===== src/rtl/bseq_pkg.sv =====
`timescale 1ns/1ps
package bseq_pkg;

  localparam int MODE_BL_W = 3;
  localparam int MODE_CL_W = 2;

  typedef enum logic [1:0] {
    ST_IDLE = 2'd0,
    ST_WAIT = 2'd1,
    ST_RUN  = 2'd2
  } bseq_state_e;

  typedef struct packed {
    logic                 ilv;
    logic [MODE_BL_W-1:0] bl_log;
    logic [MODE_CL_W-1:0] cl;
  } bseq_mode_t;

endpackage


===== src/rtl/bseq_mode_reg.sv =====
`timescale 1ns/1ps
module bseq_mode_reg
  import bseq_pkg::*;
#(
  parameter int MAX_BL_LOG = 4,
  parameter int CL_MIN     = 2,
  parameter int CL_MAX     = 3,
  parameter int DEF_BL_LOG = 2,
  parameter int DEF_CL     = 3
) (
  input  logic                 clk,
  input  logic                 rst,
  input  logic                 wr_en,
  input  logic                 wr_ilv,
  input  logic [MODE_BL_W-1:0] wr_bl_log,
  input  logic [MODE_CL_W-1:0] wr_cl,
  output bseq_mode_t           mode_q
);

  localparam logic [MODE_BL_W-1:0] BL_HI  = MODE_BL_W'(MAX_BL_LOG);
  localparam logic [MODE_CL_W-1:0] CL_LO  = MODE_CL_W'(CL_MIN);
  localparam logic [MODE_CL_W-1:0] CL_HI  = MODE_CL_W'(CL_MAX);
  localparam logic [MODE_BL_W-1:0] BL_DEF = MODE_BL_W'(DEF_BL_LOG);
  localparam logic [MODE_CL_W-1:0] CL_DEF = MODE_CL_W'(DEF_CL);

  logic bl_ok;
  logic cl_ok;

  always_comb begin
    bl_ok = (wr_bl_log != '0) && (wr_bl_log <= BL_HI);
    cl_ok = (wr_cl >= CL_LO) && (wr_cl <= CL_HI);
  end

  always_ff @(posedge clk) begin
    if (rst) begin
      mode_q.ilv    <= 1'b0;
      mode_q.bl_log <= BL_DEF;
      mode_q.cl     <= CL_DEF;
    end else if (wr_en && bl_ok && cl_ok) begin
      mode_q.ilv    <= wr_ilv;
      mode_q.bl_log <= wr_bl_log;
      mode_q.cl     <= wr_cl;
    end
  end

endmodule


===== src/rtl/bseq_order.sv =====
`timescale 1ns/1ps
module bseq_order
  import bseq_pkg::*;
#(
  parameter int COL_W      = 10,
  parameter int MAX_BL_LOG = 4,
  localparam int IDX_W     = MAX_BL_LOG
) (
  input  logic [COL_W-1:0]     start_col,
  input  logic [IDX_W-1:0]     beat_idx,
  input  logic [MODE_BL_W-1:0] bl_log,
  input  logic                 ilv,
  output logic [COL_W-1:0]     col
);

  logic [IDX_W-1:0] seq_low;
  logic [IDX_W-1:0] ilv_low;
  logic [IDX_W-1:0] pick_low;

  always_comb begin
    seq_low  = start_col[IDX_W-1:0] + beat_idx;
    ilv_low  = start_col[IDX_W-1:0] ^ beat_idx;
    pick_low = ilv ? ilv_low : seq_low;
  end

  for (genvar b = 0; b < IDX_W; b++) begin : g_low
    logic in_win;
    assign in_win = (MODE_BL_W'(b) < bl_log);
    assign col[b] = in_win ? pick_low[b] : start_col[b];
  end

  if (COL_W > IDX_W) begin : g_high
    assign col[COL_W-1:IDX_W] = start_col[COL_W-1:IDX_W];
  end

endmodule


===== src/rtl/bseq_ctrl.sv =====
`timescale 1ns/1ps
module bseq_ctrl
  import bseq_pkg::*;
#(
  parameter int COL_W      = 10,
  parameter int MAX_BL_LOG = 4,
  parameter int CL_MIN     = 2,
  parameter int CL_MAX     = 3,
  localparam int IDX_W     = MAX_BL_LOG,
  localparam int CL_W      = $clog2(CL_MAX + 1)
) (
  input  logic                 clk,
  input  logic                 rst,
  input  logic                 rd_start,
  input  logic [COL_W-1:0]     rd_col,
  input  bseq_mode_t           mode_q,
  input  logic [COL_W-1:0]     col_in,
  output logic [COL_W-1:0]     cur_start,
  output logic [IDX_W-1:0]     cur_idx,
  output logic [MODE_BL_W-1:0] cur_bl_log,
  output logic                 cur_ilv,
  output logic [COL_W-1:0]     beat_col,
  output logic                 beat_valid,
  output logic                 beat_last,
  output logic                 busy
);

  bseq_state_e      state;
  logic [CL_W-1:0]  wait_cnt;
  logic [IDX_W-1:0] last_idx;
  logic             emit;
  logic             emit_last;

  always_comb begin
    last_idx  = IDX_W'((32'd1 << cur_bl_log) - 32'd1);
    emit      = ((state == ST_WAIT) && (wait_cnt == '0)) || (state == ST_RUN);
    emit_last = emit && (cur_idx == last_idx);
  end

  always_ff @(posedge clk) begin
    if (rst) begin
      state      <= ST_IDLE;
      wait_cnt   <= '0;
      cur_start  <= '0;
      cur_idx    <= '0;
      cur_bl_log <= '0;
      cur_ilv    <= 1'b0;
      beat_col   <= '0;
      beat_valid <= 1'b0;
      beat_last  <= 1'b0;
      busy       <= 1'b0;
    end else if (rd_start) begin
      state      <= ST_WAIT;
      wait_cnt   <= CL_W'(mode_q.cl) - CL_W'(CL_MIN);
      cur_start  <= rd_col;
      cur_idx    <= '0;
      cur_bl_log <= mode_q.bl_log;
      cur_ilv    <= mode_q.ilv;
      beat_valid <= 1'b0;
      beat_last  <= 1'b0;
      busy       <= 1'b1;
    end else begin
      busy       <= (state != ST_IDLE);
      beat_valid <= emit;
      beat_last  <= emit_last;
      if (emit) begin
        beat_col <= col_in;
      end
      unique case (state)
        ST_WAIT: begin
          if (wait_cnt == '0) begin
            state   <= emit_last ? ST_IDLE : ST_RUN;
            cur_idx <= cur_idx + 1'b1;
          end else begin
            wait_cnt <= wait_cnt - 1'b1;
          end
        end
        ST_RUN: begin
          if (emit_last) begin
            state <= ST_IDLE;
          end else begin
            cur_idx <= cur_idx + 1'b1;
          end
        end
        default: state <= ST_IDLE;
      endcase
    end
  end

endmodule


===== src/rtl/burst_col_seq.sv =====
`timescale 1ns/1ps
module burst_col_seq
  import bseq_pkg::*;
#(
  parameter int COL_W      = 10,
  parameter int MAX_BL_LOG = 4,
  parameter int CL_MIN     = 2,
  parameter int CL_MAX     = 3
) (
  input  logic                 clk,
  input  logic                 rst,
  input  logic                 cfg_we,
  input  logic                 cfg_ilv,
  input  logic [MODE_BL_W-1:0] cfg_bl_log,
  input  logic [MODE_CL_W-1:0] cfg_cl,
  input  logic                 rd_start,
  input  logic [COL_W-1:0]     rd_col,
  output logic [COL_W-1:0]     beat_col,
  output logic                 beat_valid,
  output logic                 beat_last,
  output logic                 busy
);

  localparam int IDX_W = MAX_BL_LOG;

  bseq_mode_t           mode_q;
  logic [COL_W-1:0]     cur_start;
  logic [IDX_W-1:0]     cur_idx;
  logic [MODE_BL_W-1:0] cur_bl_log;
  logic                 cur_ilv;
  logic [COL_W-1:0]     next_col;

  bseq_mode_reg #(
    .MAX_BL_LOG(MAX_BL_LOG),
    .CL_MIN    (CL_MIN),
    .CL_MAX    (CL_MAX),
    .DEF_BL_LOG(2),
    .DEF_CL    (3)
  ) u_mode (
    .clk      (clk),
    .rst      (rst),
    .wr_en    (cfg_we),
    .wr_ilv   (cfg_ilv),
    .wr_bl_log(cfg_bl_log),
    .wr_cl    (cfg_cl),
    .mode_q   (mode_q)
  );

  bseq_order #(
    .COL_W     (COL_W),
    .MAX_BL_LOG(MAX_BL_LOG)
  ) u_order (
    .start_col(cur_start),
    .beat_idx (cur_idx),
    .bl_log   (cur_bl_log),
    .ilv      (cur_ilv),
    .col      (next_col)
  );

  bseq_ctrl #(
    .COL_W     (COL_W),
    .MAX_BL_LOG(MAX_BL_LOG),
    .CL_MIN    (CL_MIN),
    .CL_MAX    (CL_MAX)
  ) u_ctrl (
    .clk       (clk),
    .rst       (rst),
    .rd_start  (rd_start),
    .rd_col    (rd_col),
    .mode_q    (mode_q),
    .col_in    (next_col),
    .cur_start (cur_start),
    .cur_idx   (cur_idx),
    .cur_bl_log(cur_bl_log),
    .cur_ilv   (cur_ilv),
    .beat_col  (beat_col),
    .beat_valid(beat_valid),
    .beat_last (beat_last),
    .busy      (busy)
  );

endmodule


===== config.mk =====
export PLATFORM = sky130hd
export DESIGN_NAME = burst_col_seq
export DESIGN_NICKNAME = d
export VERILOG_FILES = /design/src/rtl/bseq_pkg.sv /design/src/rtl/bseq_mode_reg.sv /design/src/rtl/bseq_order.sv /design/src/rtl/bseq_ctrl.sv /design/src/rtl/burst_col_seq.sv
export SDC_FILE = /design/constraint.sdc
export NUM_CORES = 1
export LEC_CHECK = 0
export ABC_AREA = 1
export BUFFER_PORTS_ARGS = -buffer_cell sky130_fd_sc_hd__buf_4
export CAP_MARGIN = 20
export CORE_AREA = 2 2 63 65
export DETAILED_ROUTE_END_ITERATION = 16
export DIE_AREA = 0 0 65 67
export HOLD_SLACK_MARGIN = 0.12
export PLACE_DENSITY = 0.76
export SLEW_MARGIN = 20
export SYNTH_ARGS = -nofsm -noshare
export SYNTH_HDL_FRONTEND = slang
export SYNTH_HIERARCHICAL = 1
export SYNTH_SLANG_ARGS = --single-unit
export TNS_END_PERCENT = 20

===== constraint.sdc =====
create_clock -name clk -period 1.9 [get_ports clk]
set_input_delay 0.095 -clock clk [delete_from_list [all_inputs] [get_ports clk]]
set_output_delay 0.095 -clock clk [all_outputs]
set_load 0.03 [all_outputs]

# --- Word-level counts from Yosys, hierarchy flattened ---
# Index checks and enable logic that the tools add are counted.
# Widths: inputs -> output; s select.
totals:
  latchBits: 0
  mem_count: 0
  romBits: 0
  wordCells: 73
  mem_bits_rw: 0
  reg_bits: 41
  in_bits: 20
  output_inout_bits: 13
op_classes:
  mul: 0
  n_lt_le_gt_ge: 7
  div: 0
  mux: 17
  n_eq_ne: 9
  n_shift: 1
  n_reduce_logical: 18
  bitwise: 2
  n_addsub: 5
ops:
  columns: ["cell", "count"]
  rows:
  - ["$mux 2", 6]
  - ["$mux 4", 3]
  - ["$pmux 4 s2", 1]
  - ["$reduce_and 2->1", 4]
  - ["$logic_and 1x1->1", 6]
  - ["$lt 1x3->1 const A", 2]
  - ["$lt 2x3->1 const A", 2]
  - ["$mux 1", 6]
  - ["$ne 2x2->1 const B", 3]
  - ["$reduce_bool 2->1", 3]
  - ["$add 4x1->4 const B", 1]
  - ["$add 4x4->4", 1]
  - ["$eq 4x4->1", 1]
  - ["$pmux 2 s2", 1]
  - ["$shl 1x3->4 const A", 1]
  - ["$sub 4x1->4 const B", 1]
  - ["$xor 4x4->4", 1]
  - ["$le 3x3->1 const B", 1]
  - ["$ne 3x2->1 const B", 1]
  - ["$ne 3x3->1 const B", 1]
  - ["$reduce_and 3->1", 1]
  - ["$reduce_bool 3->1", 1]
  - ["$eq 2x1->1 const B", 1]
  - ["$eq 2x2->1 const B", 1]
  - ["other kinds (9)", 9]

# --- Longest topological paths before layout ---
logic_depth:
  word_depth: 8
  depth_mapped: 12
  ltp_nobuf: 12

# --- By module ---
# The synthesis kept the hierarchy.
modules_own_cells:
  columns: ["module", "area_per_inst_um2", "instances", "cells_each"]
  rows:
  - ["bseq_ctrl", 1408.9, 1, 187]
  - ["bseq_mode_reg", 266.5, 1, 33]
  - ["bseq_order", 240.2, 1, 38]

# --- Worst setup path before layout ---
# OpenSTA, ideal clock, no wires.
synth_timing:
  path_type: "register to register"
  from: "register u_ctrl.cur_bl_log[2]"
  to: "register u_ctrl.cur_idx[1]"
  path_buffers: 0
  setup_ns: 0.070
  setup_slack_ns: 0.247
  stages_incl_launch_ff: 13
  synth_period_minus_slack_ns: 1.653
  arrival_ns: 1.583
  path_cell_list: "dfxtp_1 -> nor2_2 -> nand2_2 -> ha_1 -> nand2_1 -> inv_1 -> nor2_1 -> nand2_1 -> nor2_2 -> nand3_2 -> nand2_2 -> nand2_1 -> a21oi_1"
synth_between:
  elab_chain_cells: 6
synth_lines:
  columns: ["item", "line", "rtl"]
  rows:
  - ["start: declaration", "bseq_ctrl.sv:20", "output logic [MODE_BL_W-1:0] cur_bl_log,"]
  - ["start signal: assignment", "bseq_ctrl.sv:57", "cur_bl_log <= mode_q.bl_log;"]
  - ["$shl 1x3->4", "bseq_ctrl.sv:35", "last_idx = IDX_W'((32'd1 << cur_bl_log) - 32'd1);"]
  - ["$sub 4x1->4", "bseq_ctrl.sv:35", null]
  - ["$eq 4x4->1", "bseq_ctrl.sv:37", "emit_last = emit && (cur_idx == last_idx);"]
  - ["$logic_and 1x1->1", "bseq_ctrl.sv:37", null]
  - ["$ne 2x2->1 (no line)", null, null]
  - ["$reduce_and 3->1 (no line)", null, null]
  - ["end signal: assignment", "bseq_ctrl.sv:73", "cur_idx <= cur_idx + 1'b1;"]
  - ["end signal: assignment", "bseq_ctrl.sv:82", "cur_idx <= cur_idx + 1'b1;"]
  - ["end: declaration", "bseq_ctrl.sv:19", "output logic [IDX_W-1:0] cur_idx,"]
# Every way passes these cells.
# A chain may end at the register's enable or synchronous reset.

# --- Worst setup path in the final report ---
layout_timing:
  from: "register u_ctrl.cur_bl_log[2]"
  to: "register u_ctrl.cur_idx[2]"
# Same word-level chain as after synthesis.

==> results.txt <==
The final weighted congestion in routability-driven placement is between 0.8 and 0.9. The source of the worst hold timing path is cfg_bl_log[2]. The kind of cell with the highest combined delay along the critical path is simple AND/OR/NAND/NOR gates. The number of clock buffers added by TritonCTS is 5.

After synthesis, the cell types taking the most area are sky130_fd_sc_hd__dfxtp_1, sky130_fd_sc_hd__nor2_1, sky130_fd_sc_hd__o21ai_0. The worst-case clock buffer depth is 2. The final setup violation count is 0.

Dividing the final minimum period by the clock period gives 89.3%. The flow ran to the end, and the final reports show no timing, DRC or antenna violations. The synthesized netlist devotes around an eighth of its cell area to compound gates. The xor and xnor area share after synthesis came out at 1.37%. In this run the count of I/O pins placed on the die edge is 33. 0 antenna diodes ended up in the layout. sky130_fd_sc_hd__dfxtp_1 takes more of the synthesized area than any other cell. The cell leakage power came out at between 1 and 1.5 nW. Headroom to the max-slew limit came out at 63.6%. The standard-cell row count came out at 22. The number of global-route vias before repair came out at 1686.

The path with the worst hold slack has its endpoint at u_mode/mode_q[3]$_SDFFE_PP1P_. The reg2reg setup slack is 0.20 ns. The arithmetic-cell share of the synthesized area counting full adders, half adders and majority gates came out at 4.96%. The clock transition at the register clock pins on the worst setup and hold paths after CTS came out at 0.07 ns. The largest net degree at the start of global routing came out at 26. The number of iterations in the first detailed-routing pass is 4. The mapped netlist covers 0.00192 mm2.

The overall die height came out at roughly 67 um. After the flow finishes, the layout carries non-filler instances totaling 353. The clock insertion delay at the later pin of the skew report is 0.29 ns. The endpoint identified for the worst register-to-register timing path is u_ctrl/cur_idx[2]$_SDFFE_PP0P_. Leaving out fill and tap cells, the most frequent cells in the layout are sky130_fd_sc_hd__nor2_1, sky130_fd_sc_hd__dfxtp_1, sky130_fd_sc_hd__buf_4, sky130_fd_sc_hd__nand2_1, sky130_fd_sc_hd__o21ai_0. The global-route wire length before repair came out at 6930 um. Net switching is 27.6% of the power. The area share of the largest cell type after synthesis is 42.8%.

The part of the total power dissipated in combinational logic is 18.5%. The number of max-cap violations is 0. The total wire length after detailed routing came out at 3980 um. Of all nets on the critical path, the largest fanout is 9. Power comes to 1.86 mW. The dominant combinational cell family by area after synthesis is simple AND/OR/NAND/NOR gates. The final-layout setup total negative slack came out at 0 ns. The type of the setup path with the least slack is reg -> reg. The detailed-route wire length per cell is around 11 um. The total of buffers placed on input and output ports came out at 32. The clock network is responsible for 30.9% of the overall power. The pre-CTS setup slack came out at 0.0579 ns. The number of cells in the design after placement is about 330. The relative contribution of sequential cells to total power is 50.6%.

The number of antenna violations at the first check in global routing is 0. The area of the placeable core is 0.00361 mm2. Routed signal wires occupy layers up through met4. The count of clock tree sinks is 41. The floorplan die width is between 60 and 70 um.

The synthesized net count is 285. The startpoint identified for the worst register-to-register timing path is u_ctrl/cur_bl_log[2]$_SDFFE_PP0P_. The total track usage is between 20% and 30%. The delay contributed by the slowest stage of the critical path is around 0.38 ns. TritonCTS built the clock tree. The worst hold path belongs to the class in -> reg.

For this design, the slowest cell found on the critical path is sky130_fd_sc_hd__dfxtp_4. The fraction of final layout cells sized beyond drive strength 1 came out at 20.0%. The internal portion of the total power is 1.35 mW.

For this design the ratio of total power to cell area is around 760 mW/mm2. The maximum level of the CTS H-tree came out at 2. STA classifies the critical path startpoint as a flip-flop. Summing the areas of all and, or, nand and nor instances in the mapped netlist gives 29.2% of the synthesized area. The met3 wirelength from detailed routing came out at roughly 160 um. The maximum vdd ir drop is between 0.4 and 0.5 mV. The tightest hold path in the finished design has a slack of between 0.15 and 0.2 ns. The cell depth of the worst flop-to-flop path came out at 11. The number of different library cells in the post-synthesis netlist came out at 28.

Setup repair after global routing left no endpoint under its margin. The maximum clock skew at final layout came out at 0.00195 ns. The die outline area came out at 0.00436 mm2. The initial utilization of the core area, before any placement, comes to 53.1%. The maximum frequency from static timing analysis is between 500 and 600 MHz. The total congestion overflow after global routing came out at 0.

The post-detailed-placement half-perimeter wirelength came out at 2650 um. The number of DRC violations after detailed routing came out at 0. The area overhead of the layout relative to synthesis is 27.6%. The type of destination of the critical path is a flip-flop. The average via count per standard cell came out at 4.99. The transition time of the tightest slew-check pin came out at 0.545 ns. The routed via count is roughly 1800. Clock tree synthesis selected as its root buffer the cell sky130_fd_sc_hd__clkbuf_8.

Each instance of the synthesized netlist takes up on average 7.42 um2. The worst setup margin came out at 0.204 ns. The clock period could shrink to 1.70 ns. The total count of hold-check failures in the final report is 0. The proportion of synthesized area in mux cells came out at less than 1%. STA puts the critical path data required time at between 2 and 2.5 ns. Together, buffers and inverters on the worst path number 1. The signal arrival time at the worst endpoint came out at 1.92 ns. The commonest non-fill, non-tap cell in the layout is sky130_fd_sc_hd__nor2_1.

Synthesis produced a netlist whose cell count is 258. The sum of routed wire segments on met1 is 1780 um. The met2 wire length is 1990 um.

The signal on the critical path passes through inv_1, nand3_1, ha_4, nor2_1, nor2_1, nand2_1, nor2_2, nand3_2, nand2_2, nand2_1, a21oi_1. The count of nets left with antenna violations once routing finished came out at 0. Counting flops and latches in the post-synthesis netlist gives 41. The net switching power came out at 0.514 mW. After synthesis, flip-flops and latches occupy 42.8% of the total area. The hold path depth came out at 4. The Yosys step of the flow raised 6 warnings. The number of nets at the end of the flow came out at ~330. The final max-slew violation count came to 0. The detailed router finished its first iteration with 73 violations.
==> layout make-up <==
type	count	area, um2
fillers	317	1160
well taps	48	60.1
clock buffers	6	82.6
clock inverters	1	7.51
flip-flops and latches	41	826
multi-input cells	183	956
inverters	22	82.6
repair buffers	52	430
==> per-layer routing <==
| layer | global-route usage (%) | vias to the layer above |
|---|---|---|
| met5 | 0 | - |
| met4 | 6.38 | 0 |
| met3 | 5.07 | 7 |
| met2 | 39.7 | 34 |
| met1 | 22.2 | 802 |
| li1 | - | 920 |
==> cells by family after synthesis <==
| kind of cell | count (synthesis) |
|---|---|
| AND/OR/NAND/NOR | 127 |
| flip-flops | 41 |
| AO/OA/AOI/OAI | 45 |
| multiplexers | 1 |
| buffers and inverters | 34 |
| adder cells (fa/ha/maj) | 7 |
| XOR/XNOR | 3 |
==> power by group through the flow <==
stage          Combinational (mW)  Clock (mW)  Sequential (mW)
4_1_cts                     0.333       0.590            0.941
5_1_grt                     0.390       0.616            0.948
6_report                    0.344       0.575            0.942
3_5_place_dp                0.308           0            0.961
2_1_floorplan               0.183           0            0.990
3_3_place_gp                0.301           0            0.959
==> cells in the mapped netlist (all sizes together) <==
master,count
nand4,2
dfxtp,41
o21ai,30
xor2,1
fa,1
ha,6
nand2,33
a211oi,1
nand3b,1
and2,1
xnor2,2
buf,9
nor2,66
nor3,4
mux2,1
clkbuf,3
a21oi,14
inv,21
clkinv,1
nand3,20
==> worst max-delay path by stage <==
stage | slack [ns] | to | cells past startpoint | startpoint
finish | 0.20 | u_ctrl/cur_idx[2]$_SDFFE_PP0P_ | 11 | u_ctrl/cur_bl_log[2]$_SDFFE_PP0P_
global route | 0.04 | u_ctrl/cur_idx[0]$_SDFFE_PP0P_ | 12 | u_ctrl/cur_bl_log[1]$_SDFFE_PP0P_
CTS | 0.04 | u_ctrl/cur_idx[3]$_SDFFE_PP0P_ | 12 | u_ctrl/cur_bl_log[2]$_SDFFE_PP0P_
detailed placement | 0.06 | u_ctrl/cur_idx[3]$_SDFFE_PP0P_ | 12 | u_ctrl/cur_bl_log[2]$_SDFFE_PP0P_
global placement | 0.16 | u_ctrl/cur_idx[2]$_SDFFE_PP0P_ | 12 | u_ctrl/cur_bl_log[2]$_SDFFE_PP0P_
floorplan | 0.25 | u_ctrl/cur_idx[1]$_SDFFE_PP0P_ | 12 | u_ctrl/cur_bl_log[2]$_SDFFE_PP0P_
==> worst min-delay path, cell delays in order <==
cell and delay (ns):
sky130_fd_sc_hd__buf_4 0.11, sky130_fd_sc_hd__o21ai_4 0.07, sky130_fd_sc_hd__nand3_1 0.07, sky130_fd_sc_hd__nand3_1 0.06
==> timing repair <==
| action | 4_1_cts | 5_1_grt |
|---|---|---|
| endpoints found under the setup margin | 0 | 5 |
| endpoints found under the hold margin | 21 | 1 |
| setup buffers | 0 | 1 |
| hold buffers | 15 | 1 |
| gates resized for setup | 0 | 7 |
==> sequential cells by signal (all words and copies together), names as in the netlist <==
name,cells
u_ctrl/beat_col,10
u_ctrl/beat_valid,1
u_ctrl/cur_idx,4
u_ctrl/state,2
u_ctrl/cur_ilv,1
u_ctrl/cur_start,10
u_ctrl/wait_cnt,2
u_ctrl/busy,1
u_mode/mode_q,6
u_ctrl/cur_bl_log,3
u_ctrl/beat_last,1
==> through the flow <==
| step | util, % | instance area (um2) |
|---|---|---|
| floorplan | - | 1920 |
| global placement | 59.9 | 2160 |
| detailed placement | 59.9 | 2160 |
| CTS | 66.6 | 2400 |
| global route | 67.8 | 2440 |
| finish | 67.8 | 2440 |
(Power assumes the default switching activity.)
